File: src/rtl/sdram_mb_pkg.sv
package sdram_mb_pkg;

  typedef enum logic [2:0] {
    OP_IDLE = 3'b000,
    OP_MSET = 3'b001,
    OP_RD   = 3'b010,
    OP_WR   = 3'b011,
    OP_STOP = 3'b100
  } op_e;

  typedef struct packed {
    logic       single_wr;
    logic [2:0] lat;
    logic       ilv;
    logic [2:0] len;
  } mode_t;

  localparam mode_t MODE_RST = '{single_wr: 1'b0, lat: 3'b011, ilv: 1'b0, len: 3'b000};

endpackage

File: src/rtl/sdram_mode_reg.sv
module sdram_mode_reg
  import sdram_mb_pkg::*;
#(
  parameter int ADDR_W = 12,
  parameter int BA_W   = 2
) (
  input  logic              clk,
  input  logic              rst_n,
  input  logic [2:0]        op,
  input  logic [ADDR_W-1:0] addr,
  input  logic [BA_W-1:0]   bank,
  output mode_t             mode_q,
  output logic              mode_err,
  output logic              cmd_ok,
  output logic              mset_take
);

  logic hold_q;
  logic fields_ok;

  function automatic logic mset_legal(input logic [ADDR_W-1:0] a, input logic [BA_W-1:0] b);
    logic len_ok, lat_ok, zero_ok;
    len_ok  = (a[2] == 1'b0) || (a[2:0] == 3'b111 && a[3] == 1'b0);
    lat_ok  = (a[6:4] == 3'b010) || (a[6:4] == 3'b011);
    zero_ok = (b == '0) && (a[8:7] == 2'b00) && (a[ADDR_W-1:10] == '0);
    return len_ok && lat_ok && zero_ok;
  endfunction

  assign cmd_ok    = !hold_q;
  assign mset_take = cmd_ok && (op == OP_MSET);
  assign fields_ok = mset_legal(addr, bank);

  always_ff @(posedge clk or negedge rst_n) begin
    if (!rst_n) begin
      hold_q   <= 1'b0;
      mode_q   <= MODE_RST;
      mode_err <= 1'b0;
    end else begin
      hold_q   <= mset_take;
      mode_err <= mset_take && !fields_ok;
      if (mset_take && fields_ok) begin
        mode_q.len       <= addr[2:0];
        mode_q.ilv       <= addr[3];
        mode_q.lat       <= addr[6:4];
        mode_q.single_wr <= addr[9];
      end
    end
  end

  a_r11_lockout: assert property (@(posedge clk) disable iff (!rst_n)
    mset_take |=> !cmd_ok && !mset_take);
  a_r3_keep_mode: assert property (@(posedge clk) disable iff (!rst_n)
    mode_err |-> $stable(mode_q));
  a_r7_full_seq_only: assert property (@(posedge clk) disable iff (!rst_n)
    (mode_q.len == 3'b111) |-> !mode_q.ilv);

endmodule

File: src/rtl/sdram_burst_seq.sv
module sdram_burst_seq
  import sdram_mb_pkg::*;
#(
  parameter int COL_W = 8
) (
  input  logic             clk,
  input  logic             rst_n,
  input  logic             go_rd,
  input  logic             go_wr,
  input  logic             halt,
  input  mode_t            mode_q,
  input  logic [COL_W-1:0] start_col,
  output logic             col_vld,
  output logic [COL_W-1:0] col_addr,
  output logic             col_wr,
  output logic             col_last
);

  localparam int LGW = $clog2(COL_W + 1);

  logic             act_q, full_q, ilv_q, wr_q;
  logic [COL_W-1:0] base_q, beat_q;
  logic [LGW-1:0]   lg_q, lg_new;
  logic [COL_W-1:0] mask;
  logic             go_any, single_go;

  function automatic logic [COL_W-1:0] lg_mask(input logic [LGW-1:0] lg);
    logic [COL_W:0] m;
    m = ({{COL_W{1'b0}}, 1'b1} << lg) - 1'b1;
    return m[COL_W-1:0];
  endfunction

  function automatic logic [COL_W-1:0] beat_col(input logic [COL_W-1:0] s, input logic [COL_W-1:0] k,
                                                input logic [COL_W-1:0] m, input logic il);
    logic [COL_W-1:0] sum;
    sum = s + k;
    if (il) return s ^ (k & m);
    return (s & ~m) | (sum & m);
  endfunction

  always_comb begin
    case (mode_q.len)
      3'b001:  lg_new = LGW'(1);
      3'b010:  lg_new = LGW'(2);
      3'b011:  lg_new = LGW'(3);
      3'b111:  lg_new = LGW'(COL_W);
      default: lg_new = '0;
    endcase
  end

  assign go_any    = go_rd || go_wr;
  assign single_go = go_wr && mode_q.single_wr;
  assign mask      = lg_mask(lg_q);
  assign col_vld   = act_q;
  assign col_wr    = wr_q;
  assign col_addr  = beat_col(base_q, beat_q, mask, ilv_q);
  assign col_last  = act_q && !full_q && (beat_q == mask);

  always_ff @(posedge clk or negedge rst_n) begin
    if (!rst_n) begin
      act_q  <= 1'b0;
      full_q <= 1'b0;
      ilv_q  <= 1'b0;
      wr_q   <= 1'b0;
      base_q <= '0;
      beat_q <= '0;
      lg_q   <= '0;
    end else if (go_any) begin
      act_q  <= 1'b1;
      wr_q   <= go_wr;
      base_q <= start_col;
      beat_q <= '0;
      ilv_q  <= mode_q.ilv;
      lg_q   <= single_go ? '0 : lg_new;
      full_q <= !single_go && (mode_q.len == 3'b111);
    end else if (halt || col_last) begin
      act_q <= 1'b0;
    end else if (act_q) begin
      beat_q <= beat_q + 1'b1;
    end
  end

  a_r4_first_beat: assert property (@(posedge clk) disable iff (!rst_n)
    go_any |=> col_vld && (col_addr == $past(start_col)) && (col_wr == $past(go_wr)));
  a_r5_in_block: assert property (@(posedge clk) disable iff (!rst_n)
    (col_vld && !full_q) |-> (((col_addr ^ base_q) & ~mask) == '0));
  a_r7_full_step: assert property (@(posedge clk) disable iff (!rst_n)
    (col_vld && full_q && $past(col_vld) && !$past(go_any)) |-> (col_addr == $past(col_addr) + 1'b1));
  a_r8_single_write: assert property (@(posedge clk) disable iff (!rst_n)
    (col_vld && col_wr && mode_q.single_wr) |-> col_last);
  a_r9_stop: assert property (@(posedge clk) disable iff (!rst_n)
    (halt && !go_any) |=> !col_vld);

endmodule

File: src/rtl/sdram_mode_burst.sv
module sdram_mode_burst
  import sdram_mb_pkg::*;
#(
  parameter int ADDR_W = 12,
  parameter int BA_W   = 2,
  parameter int COL_W  = 8
) (
  input  logic              clk,
  input  logic              rst_n,
  input  logic [2:0]        cmd_op,
  input  logic [ADDR_W-1:0] cmd_addr,
  input  logic [BA_W-1:0]   cmd_bank,
  output logic              col_vld,
  output logic [COL_W-1:0]  col_addr,
  output logic              col_wr,
  output logic              col_last,
  output logic [2:0]        cfg_cas_lat,
  output logic [2:0]        cfg_len_code,
  output logic              cfg_interleave,
  output logic              cfg_single_wr,
  output logic              mode_err
);

  mode_t mode_q;
  logic  cmd_ok, mset_take, go_rd, go_wr, halt;

  sdram_mode_reg #(.ADDR_W(ADDR_W), .BA_W(BA_W)) u_mode (
    .clk(clk), .rst_n(rst_n), .op(cmd_op), .addr(cmd_addr), .bank(cmd_bank),
    .mode_q(mode_q), .mode_err(mode_err), .cmd_ok(cmd_ok), .mset_take(mset_take)
  );

  assign go_rd = cmd_ok && (cmd_op == OP_RD);
  assign go_wr = cmd_ok && (cmd_op == OP_WR);
  assign halt  = (cmd_ok && (cmd_op == OP_STOP)) || mset_take;

  sdram_burst_seq #(.COL_W(COL_W)) u_seq (
    .clk(clk), .rst_n(rst_n), .go_rd(go_rd), .go_wr(go_wr), .halt(halt),
    .mode_q(mode_q), .start_col(cmd_addr[COL_W-1:0]),
    .col_vld(col_vld), .col_addr(col_addr), .col_wr(col_wr), .col_last(col_last)
  );

  assign cfg_cas_lat    = mode_q.lat;
  assign cfg_len_code   = mode_q.len;
  assign cfg_interleave = mode_q.ilv;
  assign cfg_single_wr  = mode_q.single_wr;

endmodule

File: config.mk
export PLATFORM = sky130hd
export DESIGN_NAME = sdram_mode_burst
export DESIGN_NICKNAME = d
export VERILOG_FILES = /design/src/rtl/sdram_mb_pkg.sv /design/src/rtl/sdram_mode_reg.sv /design/src/rtl/sdram_burst_seq.sv /design/src/rtl/sdram_mode_burst.sv
export SDC_FILE = /design/constraint.sdc
export NUM_CORES = 1
export LEC_CHECK = 0
export BUFFER_PORTS_ARGS = -buffer_cell sky130_fd_sc_hd__buf_4
export CAP_MARGIN = 20
export CORE_MARGIN = 3
export CORE_UTILIZATION = 50
export DETAILED_ROUTE_END_ITERATION = 8
export PLACE_DENSITY = 0.82
export SLEW_MARGIN = 5
export SYNTH_ARGS = -nofsm -noshare
export SYNTH_HDL_FRONTEND = slang
export SYNTH_SLANG_ARGS = --single-unit
File: constraint.sdc
create_clock -name clk -period 2.7 [get_ports clk]
set_clock_uncertainty 0.05 [all_clocks]
set_input_delay 0.27 -clock clk [delete_from_list [all_inputs] [get_ports clk]]
set_output_delay 0.27 -clock clk [all_outputs]
set_load 0.02 [all_outputs]
==> results.ini, run 1 <==
[layout]
diodes=0
final_cell_mix=buf_4, nand2_1, dfrtp_1
area_growth_pct=23.7
final_util_pct=65.2
final_nets=318
drive_gt1_share_pct=27.9
final_common_cell=buf_4

[synth]
syn_nets=270
async_flop_share_pct=100
synth-main-ff-cell=dfrtp_1
yosysUniqueCellTypes=51
synthCells=232
yosysSeqAreaShare_pct=37.6
syn_area_sq_mm=0.00214
avgSynthCellArea_sq_um=9.22
yosys_warnings=0
ys_ff_latch=32
synth_edf_count=0

[global_routing]
grt_pass1_vias=1795
grt_use_total_pct=20.6
grt_overflow_total=0
antenna_found_initial=0
grt_pass1_wl_um=8220
grt_max_degree=33

[floorplan]
core_region_area_sq_mm=0.00406
die_area_sq_mm=0.00510
die_w_um=71.4
rows=23
start_util_pct=52.7
io_pins=39
fp.dieH_um=71.4

[setup_path]
start_kind=register
crit_arrival_ns=2.26
critPathRequiredTime_ns=2.38
r2r_cells=11
crit_fanout=4
end_kind=primary output
crit_type=register to primary output

[sta]
slew_headroom_pct=62.7
min_period_ns=2.58
layout_setup_ws_ns=0.120
tightest_slew_ns=0.559
fmax_mhz=388
setup_violations=0
rsz0062_at_grt=yes
hold_viol=0
finalCritPeriodShare_pct=95.5
finalMaxSlewViolations=0
fin_setup_tns_ns=0

[drt]
ant_nets=0
totalWireLength_um=4740
dr.pass1.iters=4
drc=0
wl_per_cell_um=14.4
vias=1834
drtIter0Drc=97
viasPerCell=5.56

[min_path]
whs_path_depth=3
hold_class=primary input to register

[power]
p_total_w=0.00116
ir_worst_vdd_mv=0.358
power_density_mw_per_mm2=439
power.leakage_nw=1.30

[run_status]
status=finished, final reports clean

[placement]
place_ws_ns=0.138
hpwlAfterDp_um=3770
io_buffers=38
place_congestion=0.815

[clock_tree]
clkTransAtPathRegs_ns=0.06
numCtsBuffers=5
cts_max_path_buffers=2
clockRootBuffer=clkbuf_8
cts_sinks=32
tritoncts=done
htreeDepth=2
insertion_delay_ns=0.28

[run]
max_cap_viol_count=0

cells by family after synthesis:
logic type,Yosys count,share of synthesized area [%]
AND/OR/NAND/NOR,101,23.9
adder cells (fa/ha/maj),19,11.5
AO/OA/AOI/OAI,39,12.3
XOR/XNOR,16,7.26
flip-flops,32,37.6
buffers and inverters,17,3.33
multiplexers,8,4.15
cell usage after synthesis (2+ instances only):
library cell,instances,share of area [%]
nand2_1,45,7.9
dfrtp_1,30,35
ha_1,18,11
nor2_1,18,3.2
xnor2_1,12,4.9
inv_1,11,1.9
o21ai_0,10,2.3
a21oi_1,9,2.1
nand3_1,7,1.6
mux2_2,6,3.2
nand3b_1,5,1.8
a211oi_1,4,1.4
clkbuf_1,4,0.70
a21o_1,3,1.1
nor2b_1,3,0.88
o21ai_1,3,0.70
a31oi_1,2,0.59
and3_1,2,0.59
dfstp_2,2,2.5
nor3_1,2,0.47
nor3b_1,2,0.70
nor4_1,2,0.59
nor4_2,2,1.2
or3_1,2,0.59
xor2_1,2,0.82
registers in the layout, summed over array words and instances, names as in the netlist:
signal	cells
u_seq.base_q	8
u_seq.beat_q	8
u_seq.full_q	1
u_seq.lg_q	2
u_seq.col_vld	1
u_mode.hold_q	1
u_mode.mode_err	1
u_mode.mode_q	8
u_seq.col_wr	1
u_seq.ilv_q	1
layer usage:
| metal | track usage, % | share of wire, % | wire length (um) |
|---|---|---|---|
| met5 | 0 | 0 | 0 |
| met4 | 6.47 | 1.3 | 62 |
| met3 | 4.63 | 5.3 | 253 |
| met2 | 35.8 | 50 | 2390 |
| met1 | 25.5 | 43 | 2040 |
per-stage QoR:
stage | hold slack (ns) | std cells | cell area (sq um)
CTS | 0.138 | 330 | 2620
finish | 0.146 | 330 | 2650
global placement | 0.175 | 321 | 2520
global route | 0.160 | 330 | 2650
floorplan | -0.0756 | 232 | 2150
detailed placement | 0.176 | 321 | 2520
path summary, 6_finish.rpt:
path | start | end | slack, ns
max in group asynchronous | rst_n | u_mode.mode_q[4]$_DFFE_PN1P_ | 1.87
setup / recovery | u_seq.full_q$_DFFE_PN0N_ | col_last | 0.12
hold reg to reg | u_seq.col_wr$_DFFE_PN0N_ | u_seq.col_wr$_DFFE_PN0N_ | 0.44
min in group asynchronous | rst_n | u_mode.mode_q[6]$_DFFE_PN0P_ | 0.41
setup reg to reg | u_seq.full_q$_DFFE_PN0N_ | u_seq.beat_q[7]$_DFFE_PN0P_ | 0.17
hold / removal | cmd_addr[4] | u_seq.base_q[4]$_DFFE_PN0N_ | 0.15
where the power goes:
part | switching [W] | internal [W]
Combinational | 0.000154 | 0.000133
Clock | 0.000161 | 0.000175
Sequential | 0.0000327 | 0.000507
final cells by class:
cell class	instances	area, sq um
inverters	11	41.3
flip-flops and latches	32	805
clock buffers	6	72.6
multi-input cells	183	1300
repair buffers	47	355
fillers	335	1410
clock inverters	1	5.00
well taps	50	62.6
critical path, stage by stage, from the launching register on:
cell	delay [ns]
dfrtp_1	0.37
or3_4	0.42
ha_4	0.18
xor2_2	0.18
ha_1	0.29
nor4_2	0.17
nand3_2	0.12
nor2_1	0.11
buf_4	0.15
repair_timing:
action | in CTS | in global routing
gates resized for setup | 0 | 5
setup buffers | 1 | 0
pin swaps | 2 | 0
hold buffers | 1 | 0
endpoints found under the setup margin | 1 | 4
endpoints found under the hold margin | 30 | 0
No activity file was read; power rests on OpenSTA's default activity.
==> run 2: changes to the inputs <==
- PLACE_DENSITY: 0.82 -> 0.79
==> run 2 against run 1 <==
Critical path type unchanged. Critical endpoint unchanged. Critical path depth stayed put. Design area increased by 1.4%. Cell count increased by 0.61%. Total power grew 4.3%. Die area unchanged. Register-to-register slack got worse by 0.03 ns. Count of clock-buffer cells in the layout is the same.
==> results.ini, run 2 (synthesized netlist as in run 1, its figures left out) <==
[layout]
final_cell_mix=nand2_1, buf_4, dfrtp_1
drive_gt1_share_pct=29.4  ; +1.6 points
final_util_pct=66.1  ; +0.93 points
largest_registers=u_mode.mode_q x8, u_seq.base_q x8, u_seq.beat_q x8
instances_no_fill=332  ; +0.61%
area_growth_pct=25.5
diodes=0  ; unchanged
fillerInstances=323  ; -3.6%
final_nets=319  ; +0.31%

[floorplan]
core_region_area_sq_mm=0.00406  ; unchanged
die_area_sq_mm=0.00510  ; unchanged
start_util_pct=52.7  ; unchanged
io_pins=39  ; unchanged
fp.dieH_um=71.4  ; unchanged
die_w_um=71.4  ; unchanged
rows=23  ; unchanged

[setup_path]
critPathRequiredTime_ns=2.38  ; about the same
cp_slowest_stage_delay_ns=0.42  ; about the same
start_kind=register
crit_type=register to primary output
reg2reg_from=u_seq.full_q$_DFFE_PN0N_
crit_fanout=4  ; unchanged
crit_slowest_cell=or3_4
end_kind=primary output
crit_arrival_ns=2.29  ; +0.03 ns
setup.worst_path.start=u_seq.full_q$_DFFE_PN0N_
crit_chain=or3_4 > ha_4 > xor2_2 > ha_1 > nor4_2 > nand3_2 > nor2_2 > buf_6

[global_routing]
grt_max_degree=33  ; unchanged
grt_overflow_total=0  ; unchanged
grt_pass1_wl_um=8290  ; +0.75%
grt_use_total_pct=20.4  ; -0.27 points
grt_pass1_vias=1788  ; -0.39%
antenna_found_initial=0  ; unchanged

[sta]
tightest_slew_ns=0.605  ; +0.0461 ns
setup_violations=0  ; unchanged
fin_setup_tns_ns=0  ; unchanged
slew_headroom_pct=59.7  ; -3.1 points
min_period_ns=2.61  ; +0.0314 ns
finalMaxSlewViolations=0  ; unchanged
hold_viol=0  ; unchanged
fmax_mhz=383  ; -1.2%
finalCritPeriodShare_pct=96.7  ; +1.2 points
layout_setup_ws_ns=0.0888  ; -0.0314 ns
rsz0062_at_grt=yes

[clock_tree]
htreeDepth=2  ; unchanged
clockRootBuffer=clkbuf_8
cts_sinks=32  ; unchanged
insertion_delay_ns=0.28  ; about the same
numCtsBuffers=5  ; unchanged
cts_max_path_buffers=2  ; unchanged
tritoncts=done
clkTransAtPathRegs_ns=0.07  ; about the same

[drt]
drtIter0Drc=93  ; -4.1%
ant_nets=0  ; unchanged
viasPerCell=5.67  ; +2.1%
dr.pass1.iters=4  ; unchanged
drc=0  ; unchanged
vias=1884  ; +2.7%
totalWireLength_um=4800  ; +1.4%
wl_per_cell_um=14.5  ; +0.76%

[placement]
place_ws_ns=0.127  ; -0.0113 ns
hpwlAfterDp_um=3660  ; -3.0%
dpl.cell_count=321  ; unchanged
place_congestion=0.839  ; +3.0%
io_buffers=38  ; unchanged

[min_path]
hold_class=primary input to register
hold_start=cmd_addr[5]

[power]
ir_worst_vdd_mv=0.282  ; -21%
power.leakage_nw=1.32  ; +1.5%
power_density_mw_per_mm2=451  ; +2.8%

[run]
max_cap_viol_count=0  ; unchanged

[run_status]
status=finished, final reports clean

## run 2: repair_timing
action | in CTS | in global routing
pin swaps | 2 | 1
gates cloned | 0 | 0
hold buffers | 1 | 0
resized for setup | 0 | 9
endpoints found under the hold margin | 30 | 0
buffers inserted | 1 | 1
setup endpoints to repair | 1 | 6
## run 2: path summary, 6_finish.rpt
kind	endpoint	slack (ns)	depth (start not counted)
hold reg to reg	u_seq.col_wr$_DFFE_PN0N_	0.45	2
min in group asynchronous	u_mode.mode_q[6]$_DFFE_PN0P_	0.40	2
max in group asynchronous	u_mode.mode_q[5]$_DFFE_PN1P_	1.89	2
setup reg to reg	u_seq.beat_q[7]$_DFFE_PN0P_	0.14	11
setup / recovery	col_last	0.09	8
hold / removal	u_seq.base_q[5]$_DFFE_PN0N_	0.15	3
## run 2: stage by stage
step	area, sq um	hold slack [ns]	total power (W)
global route	2680	0.158	0.00128
finish	2680	0.146	0.00121
CTS	2630	0.143	0.00121
detailed placement	2520	0.176	0.000827
global placement	2520	0.174	0.000820
floorplan	2150	-0.0756	0.000709
## run 2: power breakdown
group | internal (W) | switching [W]
registers | 0.000506 | 0.0000343
clock network | 0.000203 | 0.000172
logic | 0.000136 | 0.000159
total | 0.000845 | 0.000366
## run 2: area by class of cell
type	instances	area [sq um]	area share, %
multi-input combinational	183	1310	48.9
sequential	32	803	29.9
timing repair buffer	48	370	13.8
clock buffer	6	82.6	3.08
tap	50	62.6	2.33
inverter	11	41.3	1.54
clock inverter	2	10.0	0.373
## run 2: worst max-delay path: cells and delay by family (launching register included)
family | cells | cell delay (ns)
AND/OR/NAND/NOR | 4 | 0.85
adder cells (fa/ha/maj) | 2 | 0.46
flip-flops | 1 | 0.39
buffers and inverters | 1 | 0.13
XOR/XNOR | 1 | 0.17
## run 2: routing by layer
metal	share of wire, %	track usage, %	vias to the layer above
met5	0	0	-
met4	1.6	6.47	0
met3	4.4	3.37	7
met2	49	34.4	55
met1	45	26.7	917
li1	-	-	905
==> run 3: changes to the inputs <==
- SYNTH_HIERARCHICAL: default -> 1
==> run 3 against run 2 <==
Register-to-register slack worse by 0.04 ns. Sequential share of layout area increased by 0.33 points. Critical path type unchanged. Count of clock-buffer cells in the layout is 2 higher. Critical endpoint unchanged. Highest routed layer unchanged. Via count rose by 0.74%.
==> results.ini, run 3 <==
[run_status]
status=finished, final reports clean

[global_routing]
grt_pass1_wl_um=8540  ; +3.0%
grt_use_total_pct=21.3  ; +0.95 points
grt_pass1_vias=1874  ; +4.8%
grt_max_degree=34  ; +3.0%
grt_overflow_total=0  ; unchanged
antenna_found_initial=0  ; unchanged

[clock_tree]
clkTransAtPathRegs_ns=0.06  ; about the same
htreeDepth=2  ; unchanged
clockRootBuffer=clkbuf_8
numCtsBuffers=5  ; unchanged
insertion_delay_ns=0.28  ; about the same
cts_sinks=33  ; +3.1%
tritoncts=done
cts_max_path_buffers=2  ; unchanged

[sta]
slew_headroom_pct=56.9  ; -2.8 points
setup_violations=0  ; unchanged
hold_viol=0  ; unchanged
worst_hold_slack_ns=0.147  ; +0.000362 ns
finalMaxSlewViolations=0  ; unchanged
fmax_mhz=382  ; -0.17%
finalCritPeriodShare_pct=96.9  ; +0.17 points
min_period_ns=2.62  ; +0.00458 ns
tightest_slew_ns=0.644  ; +0.0392 ns

[layout]
final_nets=320  ; +0.31%
fillerInstances=323  ; unchanged
final_util_pct=67.4  ; +1.2 points
ff_latch_area_sq_um=833  ; +3.7%
multi_input_area_sq_mm=0.00137  ; +4.6%
largest_registers=u_mode/mode_q x8, u_seq/base_q x8, u_seq/beat_q x8
area_growth_pct=26.9
drive_gt1_share_pct=28.3  ; -1.2 points
final_cell_mix=buf_4, nand2_1, dfrtp_1
diodes=0  ; unchanged
final_common_cell=buf_4

[min_path]
hold_class=primary input to register
whs_path_depth=3  ; unchanged
hold_start=cmd_addr[6]
whs_endpoint=u_seq/base_q[6]$_DFFE_PN0N_

[setup_path]
r2r-end=u_seq/beat_q[3]$_DFFE_PN0P_
cp_slowest_stage_delay_ns=0.43  ; about the same
start_kind=register
crit_slowest_cell=or3_4
crit_chain=or3_4 > ha_4 > xor2_2 > ha_1 > nor2_4 > nand3_1 > nor2_1 > buf_4
crit_type=register to primary output
end_kind=primary output
r2r_cells=8  ; -3
rrSetupSlack_ns=0.10  ; -0.04 ns
reg2reg_from=u_seq/lg_q[3]$_DFFE_PN0N_
critPathRequiredTime_ns=2.38  ; about the same
crit_arrival_ns=2.30  ; about the same
crit_fanout=4  ; unchanged

[drt]
totalWireLength_um=5180  ; +7.8%
dr.pass1.iters=4  ; unchanged
drc=0  ; unchanged
viasPerCell=5.70  ; +0.44%
wl_per_cell_um=15.6  ; +7.5%
drtIter0Drc=97  ; +4.3%
vias=1898  ; +0.74%
ant_nets=0  ; unchanged

[floorplan]
fp.dieH_um=71.9  ; +0.64%
rows=23  ; unchanged
io_pins=39  ; unchanged
core_region_area_sq_mm=0.00409  ; +0.71%
die_w_um=71.9  ; +0.64%
start_util_pct=53.1  ; +0.36 points
die_area_sq_mm=0.00516  ; +1.3%

[synth]
syn_area_sq_mm=0.00217  ; +1.4%
yosysUniqueCellTypes=48  ; -5.9%
yosysSeqAreaShare_pct=38.2  ; +0.63 points
ys_ff_latch=33  ; +3.1%
synth_top_area_cell=dfrtp_1
synth-main-ff-cell=dfrtp_1
yosys_warnings=6  ; +6
syn_nets=272  ; +0.74%
yosys-top-cells-area=dfrtp_1, ha_1, nand2_1, xnor2_1, a21oi_1
synth.most_common_cell=nand2_1
async_flop_share_pct=100  ; unchanged
synth_edf_count=0  ; unchanged
avgSynthCellArea_sq_um=9.27  ; +0.54%
synth_common_cells=nand2_1, dfrtp_1, ha_1
synthCells=234  ; +0.86%
yosys.area.top_type_share_pct=35.8  ; +0.67 points

[run]
max_cap_viol_count=0  ; unchanged

[power]
ir_worst_vdd_mv=0.408  ; +45%
power_density_mw_per_mm2=702  ; +56%
power.leakage_nw=1.31  ; -0.82%

[placement]
hpwlAfterDp_um=3790  ; +3.7%
io_buffers=38  ; unchanged
place_congestion=0.821  ; -2.2%

## run 3: power by group
part           switching, W  internal, W  leakage (nW)  total, W
logic              0.000485     0.000438         0.857  0.000923
registers          0.000100     0.000564         0.417  0.000664
clock network      0.000164     0.000183        0.0395  0.000346
total              0.000749      0.00118          1.31   0.00193
## run 3: worst max-delay path: cells and delay by family, from the launching register on
kind,cells,cell delay (ns)
buf+inv,1,0.15
flops,1,0.38
simple gates,4,0.77
fa+ha+maj,2,0.49
xor+xnor,1,0.22
## run 3: layer usage
metal  wire (um)  share of wire (%)  vias to the layer above  global-route usage, %
li1            -                  -                      927                      -
met1        2210                 43                      896                   27.7
met2        2520                 49                       64                   35.5
met3         330                6.4                       11                   4.21
met4         123                2.4                        0                   7.31
met5           0                  0                        -                      0
## run 3: through the flow
step	setup slack, ns	total power [W]	instance area [sq um]	std cells	setup TNS (ns)
2_1_floorplan	0.0882	0.00117	2170	234	0
3_3_place_gp	0.164	0.00141	2510	320	0
3_5_place_dp	0.0341	0.00142	2510	320	0
4_1_cts	0.0113	0.00185	2660	331	0
5_1_grt	-0.00998	0.00208	2750	333	-0.0115
6_report	0.0842	0.00193	2750	333	0
## run 3: final cells by class
| class | instances | share of cell area, % |
|---|---|---|
| Sequential cell | 33 | 30.3 |
| Timing Repair Buffer | 47 | 12.9 |
| Multi-Input combinational cell | 182 | 49.9 |
| Inverter | 13 | 1.77 |
| Tap cell | 50 | 2.27 |
| Clock buffer | 8 | 2.91 |
## run 3: cells by family (layout without fill, tap and decap cells)
family	count (synthesis)	in the layout	share of synthesized area [%]
and+or+nand+nor	92	92	20.7
AOI/OAI and AO/OA	49	49	16.6
DFF	33	33	38.2
adders and majority gates	19	19	11.3
buffers and inverters	19	68	3.75
xor gates and xnor gates	16	16	6.46
muxes	6	6	3.00
## run 3: timing repair
item                                   in CTS  in global routing
setup endpoints to repair                   3                  4
cloned                                      0                  0
resized for setup                           9                 11
endpoints found under the hold margin      31                  0
hold buffers                                1                  0
pin swaps                                   0                  4
buffers inserted                            2                  2
## run 3: worst max-delay path by stage
stage	from	end	slack (ns)	depth (start not counted)
floorplan	u_seq/lg_q[3]$_DFFE_PN0N_	u_seq/beat_q[3]$_DFFE_PN0P_	0.09	8
global placement	u_seq/lg_q[3]$_DFFE_PN0N_	u_seq/beat_q[6]$_DFFE_PN0P_	0.16	9
detailed placement	u_seq/lg_q[3]$_DFFE_PN0N_	u_seq/beat_q[4]$_DFFE_PN0P_	0.03	9
CTS	u_seq/beat_q[1]$_DFFE_PN0P_	col_addr[7]	0.01	7
global route	u_seq/base_q[3]$_DFFE_PN0N_	col_addr[7]	-0.01	7
finish	u_seq/lg_q[3]$_DFFE_PN0N_	col_last	0.08	8
